<file path="src/rtl/sg_pkg.sv">
package sg_pkg;

    localparam int SG_CNT_W    = 5;
    localparam int SG_TAPS     = 8;
    localparam int SG_LIMIT    = 14;
    localparam int SG_TICK_CYC = 4;

    typedef enum logic [1:0] {
        CNT_IDLE  = 2'd0,
        CNT_SETUP = 2'd1,
        CNT_GUARD = 2'd2
    } cnt_mode_t;

    // Width of a counter that must hold values 0 .. n-1, at least one bit.
    function automatic int span_w(input int n);
        return (n > 1) ? $clog2(n) : 1;
    endfunction

endpackage

</file>
<file path="src/rtl/sg_tick_gen.sv">
module sg_tick_gen #(
    parameter int TICK_CYC = sg_pkg::SG_TICK_CYC
) (
    input  logic clk,
    input  logic rst,
    input  logic run,
    output logic tick
);
    localparam int TW = sg_pkg::span_w(TICK_CYC);
    localparam logic [TW-1:0] LAST = TW'(TICK_CYC - 1);

    logic [TW-1:0] pre_q;

    always_ff @(posedge clk) begin
        if (rst || !run) begin
            pre_q <= '0;
        end else if (pre_q == LAST) begin
            pre_q <= '0;
        end else begin
            pre_q <= pre_q + 1'b1;
        end
    end

    assign tick = run && (pre_q == LAST);
endmodule

</file>
<file path="src/rtl/sg_tap_chain.sv">
module sg_tap_chain #(
    parameter int TAPS = sg_pkg::SG_TAPS
) (
    input  logic clk,
    input  logic rst,
    input  logic run,
    input  logic tick,
    output logic last_tap,
    output logic pass_rise
);
    logic [TAPS-1:0] tap_q;
    logic [TAPS-1:0] tap_d;
    logic            last_q;

    // Chain feed is the inverse of the final tap; a high final tap collapses every stage.
    for (genvar i = 0; i < TAPS; i++) begin : g_stage
        if (i == 0) begin : g_head
            assign tap_d[i] = ~tap_q[TAPS-1];
        end else begin : g_body
            assign tap_d[i] = tap_q[TAPS-1] ? 1'b0 : tap_q[i-1];
        end
    end

    always_ff @(posedge clk) begin
        if (rst || !run) begin
            tap_q <= '0;
        end else if (tick) begin
            tap_q <= tap_d;
        end
    end

    always_ff @(posedge clk) begin
        if (rst) begin
            last_q <= 1'b0;
        end else begin
            last_q <= tap_q[TAPS-1];
        end
    end

    assign last_tap  = tap_q[TAPS-1];
    assign pass_rise = tap_q[TAPS-1] && !last_q;
endmodule

</file>
<file path="src/rtl/sg_count_core.sv">
module sg_count_core
    import sg_pkg::*;
#(
    parameter int CNT_W = SG_CNT_W,
    parameter int LIMIT = SG_LIMIT
) (
    input  logic clk,
    input  logic rst,
    input  logic us_pulse,
    input  logic stim_on,
    input  logic pass_rise,
    output logic stim_start,
    output logic stop_n
);
    localparam int LOW_W = CNT_W - 1;
    localparam logic [CNT_W-1:0] SETUP_LAST = CNT_W'((1 << LOW_W) - 1);
    localparam logic [LOW_W-1:0] LIM_V      = LOW_W'(LIMIT);
    localparam logic [LOW_W-1:0] LIM_PRE    = LOW_W'(LIMIT - 1);

    cnt_mode_t        mode_q;
    logic [CNT_W-1:0] cnt_q;
    logic             stop_q;

    always_ff @(posedge clk) begin
        if (rst) begin
            mode_q <= CNT_IDLE;
            cnt_q  <= '0;
            stop_q <= 1'b1;
        end else begin
            stop_q <= 1'b1;
            case (mode_q)
                CNT_IDLE: begin
                    if (us_pulse) begin
                        mode_q <= CNT_SETUP;
                    end
                end
                CNT_SETUP: begin
                    if (us_pulse) begin
                        cnt_q <= cnt_q + 1'b1;
                        if (cnt_q == SETUP_LAST) begin
                            mode_q <= CNT_GUARD;
                        end
                    end
                end
                CNT_GUARD: begin
                    if (!stim_on) begin
                        cnt_q[LOW_W-1:0] <= '0;
                    end else if (pass_rise && (cnt_q[LOW_W-1:0] != LIM_V)) begin
                        cnt_q[LOW_W-1:0] <= cnt_q[LOW_W-1:0] + 1'b1;
                        if (cnt_q[LOW_W-1:0] == LIM_PRE) begin
                            stop_q <= 1'b0;
                        end
                    end
                end
                default: mode_q <= CNT_IDLE;
            endcase
        end
    end

    assign stim_start = cnt_q[CNT_W-1];
    assign stop_n     = stop_q;
endmodule

</file>
<file path="src/rtl/stim_guard_counter.sv">
module stim_guard_counter
    import sg_pkg::*;
#(
    parameter int CNT_W    = SG_CNT_W,
    parameter int TAPS     = SG_TAPS,
    parameter int LIMIT    = SG_LIMIT,
    parameter int TICK_CYC = SG_TICK_CYC
) (
    input  logic clk,
    input  logic rst,
    input  logic us_pulse,
    input  logic stim_on,
    output logic stim_start,
    output logic tmr_clk,
    output logic stop_n
);
    logic tick;
    logic last_tap;
    logic pass_rise;

    sg_tick_gen #(.TICK_CYC(TICK_CYC)) u_tick (
        .clk  (clk),
        .rst  (rst),
        .run  (stim_on),
        .tick (tick)
    );

    sg_tap_chain #(.TAPS(TAPS)) u_chain (
        .clk       (clk),
        .rst       (rst),
        .run       (stim_on),
        .tick      (tick),
        .last_tap  (last_tap),
        .pass_rise (pass_rise)
    );

    sg_count_core #(.CNT_W(CNT_W), .LIMIT(LIMIT)) u_core (
        .clk        (clk),
        .rst        (rst),
        .us_pulse   (us_pulse),
        .stim_on    (stim_on),
        .pass_rise  (pass_rise),
        .stim_start (stim_start),
        .stop_n     (stop_n)
    );

    assign tmr_clk = last_tap;
endmodule

</file>
<file path="config.mk">
export PLATFORM = sky130hd
export DESIGN_NAME = stim_guard_counter
export DESIGN_NICKNAME = d
export VERILOG_FILES = /design/src/rtl/sg_pkg.sv /design/src/rtl/sg_tick_gen.sv /design/src/rtl/sg_tap_chain.sv /design/src/rtl/sg_count_core.sv /design/src/rtl/stim_guard_counter.sv
export SDC_FILE = /design/constraint.sdc
export NUM_CORES = 1
export LEC_CHECK = 0
export BUFFER_PORTS_ARGS = -buffer_cell sky130_fd_sc_hd__buf_2
export CORE_MARGIN = 3
export CORE_UTILIZATION = 48
export CTS_CLUSTER_DIAMETER = 50
export CTS_CLUSTER_SIZE = 25
export DETAILED_ROUTE_END_ITERATION = 7
export PLACE_DENSITY = 0.71
export REMOVE_ABC_BUFFERS = 1
export SETUP_SLACK_MARGIN = 0.4
export SYNTH_ARGS = -nofsm -noshare
export SYNTH_HDL_FRONTEND = slang
export SYNTH_SLANG_ARGS = --single-unit
</file>
<file path="constraint.sdc">
create_clock -name clk -period 2.9 [get_ports clk]
set_input_delay 0.435 -clock clk [delete_from_list [all_inputs] [get_ports clk]]
set_output_delay 0.435 -clock clk [all_outputs]
set_load 0.01 [all_outputs]
</file>
### Word level (Yosys, flattened, before mapping)

Index checks and enable logic that the tools add are counted.

| cells by class | value |
|---|---|
| $add $sub $neg | 3 |
| multipliers | 0 |
| div/mod/pow operators | 0 |
| order comparisons | 0 |
| equal/unequal tests | 10 |
| shifts and indexed selects | 0 |
| muxes and demuxes | 16 |
| bitwise gates (word level) | 4 |
| reduce and logical (&&, ||, !) cells | 13 |

Operator list:

| operator | number |
|---|---|
| 2-to-1 mux 4 bit | 3 |
| 2-to-1 mux 1 bit | 8 |
| one-hot mux 4 bit (2 select lines) | 1 |
| 2-to-1 mux 2 bit | 3 |
| one-hot mux 2 bit (3 select lines) | 1 |
| adder 5 x 1 -> 5 bit, second input constant | 1 |
| equality test 5 x 4 -> 1 bit, second input constant | 1 |
| adder 4 x 1 -> 4 bit, second input constant | 1 |
| equality test 2 bit, second input constant | 2 |
| equality test 4 bit, second input constant | 1 |
| inequality test 2 bit, second input constant | 2 |
| inequality test 4 bit, second input constant | 1 |
| inverter 1 bit | 4 |
| AND reduction 4 bit | 1 |
| OR reduction 4 bit | 1 |
| logical AND 1 bit | 3 |
| inequality test 3 x 2 -> 1 bit, second input constant | 1 |
| AND reduction 3 bit | 1 |
| adder 2 x 1 -> 2 bit, second input constant | 1 |
| equality test 2 x 1 -> 1 bit, second input constant | 1 |
| zero test 1 bit | 2 |
| zero test 2 bit | 1 |
| inequality test 2 x 1 -> 1 bit, second input constant | 1 |
| AND reduction 2 bit | 1 |
| 3 further kinds | 3 |

| word-level totals | value |
|---|---|
| bits in registers | 19 |
| bits in latches | 0 |
| memory bits (writable) | 0 |
| ROM bits | 0 |
| input bits | 4 |
| output and inout port bits | 3 |
| logic and storage cells | 53 |
| memories kept | 0 |

### Depth between registers and ports, before layout

| depth | value |
|---|---|
| word-level depth | 6 |
| depth in mapped cells | 7 |
| gate-level depth less buffers | 7 |

### By module

Synthesis repeated with hierarchy kept, for this count alone.

| second synthesis, totals | value |
|---|---|
| cells, all modules | 92 |
| area total of the unflattened synthesis | 879.6 µm² |

Modules (own cells, without submodules):

| module | times used | cells an instance | area an instance (µm²) | seq. area each (µm²) |
|---|---|---|---|---|
| sg_count_core | 1 | 47 | 426.7 | 160.2 |
| sg_tap_chain | 1 | 39 | 366.6 | 180.2 |
| sg_tick_gen | 1 | 6 | 86.3 | 40.0 |

### Least setup slack after synthesis

Ideal clock, no wire load.

| timing path | value |
|---|---|
| kind | reg2reg |
| start | register u_core.mode_q[0] |
| end | register u_core.cnt_q[2] |
| setup time | 0.117 ns |
| arrival time | 1.643 ns |
| required time | 2.783 ns |
| slack | 1.140 ns |
| cell stages (with the launch flop) | 7 |
| path buffers | 0 |
| clock period less this slack | 1.760 ns |
| path through | dfxtp_1 > inv_1 > ha_1 > and3_1 > and3_1 > or3_1 > a32o_1 |

| on the way | value |
|---|---|
| cells in the longest elaborated chain, start to end | 3 |
| elaborated cells on any way between the ends | 7 |
| classes of those cells | 4 x eq/ne; 1 x mux; 2 x reduce/logical |

RTL lines:

| what | line | source |
|---|---|---|
| start, declared | sg_count_core.sv:20 | `cnt_mode_t mode_q;` |
| start signal, assigned | sg_count_core.sv:26 | `mode_q <= CNT_IDLE;` |
| start signal, assigned | sg_count_core.sv:34 | `mode_q <= CNT_SETUP;` |
| start signal, assigned | sg_count_core.sv:41 | `mode_q <= CNT_GUARD;` |
| equality test 2 bit / equality test 2 x 1 -> 1 bit (equally long branches) | sg_count_core.sv:31 | `case (mode_q)` |
| inequality test 3 x 2 -> 1 bit (no line) (tied with other cells) | -- |  |
| AND reduction 3 bit (no line) | -- |  |
| end signal, assigned | sg_count_core.sv:39 | `cnt_q <= cnt_q + 1'b1;` |
| end signal, assigned by index | sg_count_core.sv:49 | `cnt_q[LOW_W-1:0] <= cnt_q[LOW_W-1:0] + 1'b1;` |
| end, declared | sg_count_core.sv:21 | `logic [CNT_W-1:0] cnt_q;` |

Several ways; a longest one is shown, not always the timed one.
A chain may end at the register's enable or synchronous reset.

### Worst setup path in the final report

Ends and elaborated chain as after synthesis.

==> results_dict.tcl <==
set metrics [dict create \
    synth_warnings 0 \
    num_antenna_cells 0 \
    r2r_end "u_core.cnt_q[2]" \
    drc 0 \
    ys.flop_type "dfxtp_1" \
    rsz0062_at_grt "false" \
    hold-path-endpoint "u_core.cnt_q[4]" \
    crit_family "simple AND/OR/NAND/NOR gates" \
    synth.top_cell.area_share_pct 40.2 \
    rrSetupSlack_ns 1.00 \
    start_util_pct 52.6 \
    worst-path-buf-inv 1 \
    fp.dieH_um 50.4 \
    slew_headroom_pct 67.2 \
    tightest_slew_ns 0.492 \
    worstPathCellList "inv_1, ha_1, and3_1, and3_1, or3_1, a32o_1" \
    routed_wl_um 1630 \
    antenna_found_initial 0 \
    cts_root_buf "clkbuf_4" \
    cts_buffers 3 \
    port_buffers 6 \
    cp_slowest_cell "dfxtp_1" \
    cp-start-kind "flip-flop" \
    grt_max_degree 18 \
    num_rows 15 \
    cts_tree "built" \
    hold_viol_final 0 \
    tns_ns 0 \
    min_from "us_pulse" \
    grt_usage_pct 15.4 \
    areaGrowthSynthToFinish_pct 8.19 \
    r2r.worst_path.cells 6 \
    drt-vias-per-instance 5.38 \
    fin_hold_ws_ns 0.399 \
    synthDistinctLibCells 25 \
    synth.avg_cell_area_um2 9.02 \
    worst-path-stages 6 \
    ys_seq_area_share_pct 40.2 \
    setup_violations 0 \
    powerDensity_mw_per_mm2 640 \
    yosysTopAreaCell "dfxtp_1" \
    drt_iter0_drc 10 \
    grt-ovfl-total 0 \
    cp.arrival_ns 2.10 \
    post_cts_resized 0 \
    syn_area_um2 947 \
    cts_setup_buffers 0 \
    dieArea_mm2 0.00254 \
    yosys-top-cells-count "dfxtp_1 (19), a21oi_1 (13), ha_1 (10), inv_1 (9), nand2b_1 (7)" \
    postCtsHoldBufs 0 \
    slowest_delay_ns 0.39 \
    leakage_nw 0.384 \
    post-route-period-util_pct 65.4 \
    cp_common_cell "and3_1" \
    p_total_mw 0.656 \
    status "finished clean" \
    die_x_um 50.4 \
    worstSetupPathType "flip-flop to flip-flop" \
    wl_per_cell_um 11.9 \
    synthArstFlopShare_pct 0 \
    timing.rr.start "u_core.mode_q[0]" \
    place_inst 133 \
    synth-seq-cells 19 \
    final_cells 137 \
    clk_latency_ns 0.30 \
    num_vias 737 \
    clock_skew_ns 0.00462 \
    grt_pass1_wl_um 3020 \
    dr.pass1.iters 4 \
    yosysMostFrequentCell "dfxtp_1" \
    required_ns 3.10 \
    dp_hpwl_um 1130 \
    cts_buffer_depth 2 \
    synth_edf_count 0 \
    core_area_mm2 0.00180 \
    ant_nets 0 \
    grt_pass1_vias 715 \
    end_kind "flip-flop" \
    nets 127 \
    slew_viol_final 0 \
    cts_htree_levels 1 \
    period_needed_ns 1.90 \
    ir_drop_v 0.000294 \
    io_pins 7 \
    fillerInstances 175 \
    crit_path_max_fanout 7 \
    max-cap-violations 0 \
    ys_top_cells_by_area "dfxtp_1 (40%), ha_1 (13%), a21oi_1 (6.9%)" \
    holdPathStages 2 \
    syn_inst 105 \
    cts.sinks 19 \
    hp-class "input port to flip-flop" \
    path_clk_slew_ns 0.11 \
    routabilityCongestion 0.795 \
    drive_above_1_share_pct 9.82 \
    fmax_ghz 0.527 \
]
[through the flow]
step	instance area [µm²]	setup WS, ns	utilization, %
2_1_floorplan	936	1.14	-
3_3_place_gp	997	1.08	55.3
3_5_place_dp	997	1.03	55.3
4_1_cts	1020	1.01	56.9
5_1_grt	1020	0.900	56.9
6_report	1020	1.00	56.9
[placed cells by master, fill, tap and decap left out, drive strengths merged]
cell and n:
nand2b 7, mux2i 1, or3 2, clkbuf 3
a21o 1, a21oi 13, nor3 3, ha 10
buf 6, clkinv 1, or2b 1, nand3b 5
nand3 5, nand4b 1, nor2 3, o21ai 4
a32o 2, o221ai 1, dfxtp 19, and3 3
a311oi 1, nor2b 4, nor3b 2, or4 2
nand2 2, and2b 1, inv 9
[flip-flops by register name, summed over array words and instances (netlist names)]
register and flops:
u_chain.last_q 1, u_chain.tap_q 8, u_core.cnt_q 5, u_core.mode_q 2
u_core.stop_n 1, u_tick.pre_q 2
[worst register-to-register path, delay by kind of cell, from the launching register on]
family	cells	cell delay, ns
AO/OA/AOI/OAI	1	0.26
buffers and inverters	1	0.09
AND/OR/NAND/NOR	3	0.81
flip-flops	1	0.39
adder cells (fa/ha/maj)	1	0.26
[how the worst max path moves through the flow]
stage                startpoint               to  slack, ns
4_1_cts        u_core.mode_q[0]  u_core.cnt_q[3]       1.01
5_1_grt        u_core.mode_q[0]  u_core.cnt_q[3]       0.90
3_5_place_dp   u_core.mode_q[0]  u_core.cnt_q[3]       1.03
2_1_floorplan  u_core.mode_q[0]  u_core.cnt_q[2]       1.14
6_report       u_core.mode_q[0]  u_core.cnt_q[2]       1.00
3_3_place_gp   u_core.mode_q[0]  u_core.cnt_q[2]       1.08
[cells by family after synthesis]
family | count (synthesis) | share of synthesized area [%]
buffers and inverters | 12 | 4.76
DFF | 19 | 40.2
muxes | 1 | 1.06
AOI/OAI and AO/OA | 22 | 14.4
and+or+nand+nor | 41 | 26.4
adders and majority gates | 10 | 13.2
[cell type report]
type / instances / area (µm²) / share of cell area (%)
well taps: 25 / 31.3 / 3.05
repair buffers: 6 / 30.0 / 2.93
clock buffers: 3 / 22.5 / 2.20
inverters: 9 / 33.8 / 3.30
flip-flops and latches: 19 / 380 / 37.1
clock inverters: 1 / 5.00 / 0.488
multi-input cells: 74 / 522 / 50.9
[power breakdown]
part / leakage (nW) / internal, mW / switching [mW]
registers: 0.154 / 0.287 / 0.0269
clock network: 0.0177 / 0.0514 / 0.0825
logic: 0.213 / 0.0891 / 0.119
total: 0.384 / 0.427 / 0.229
[metal layers]
layer	vias up	global-route usage [%]	wire length [µm]
met2	17	23.9	719
met5	-	0	0
li1	381	-	-
met4	0	9.42	47
met3	5	2.67	57
met1	334	19.9	803
Power figures use the tool's default switching activity.
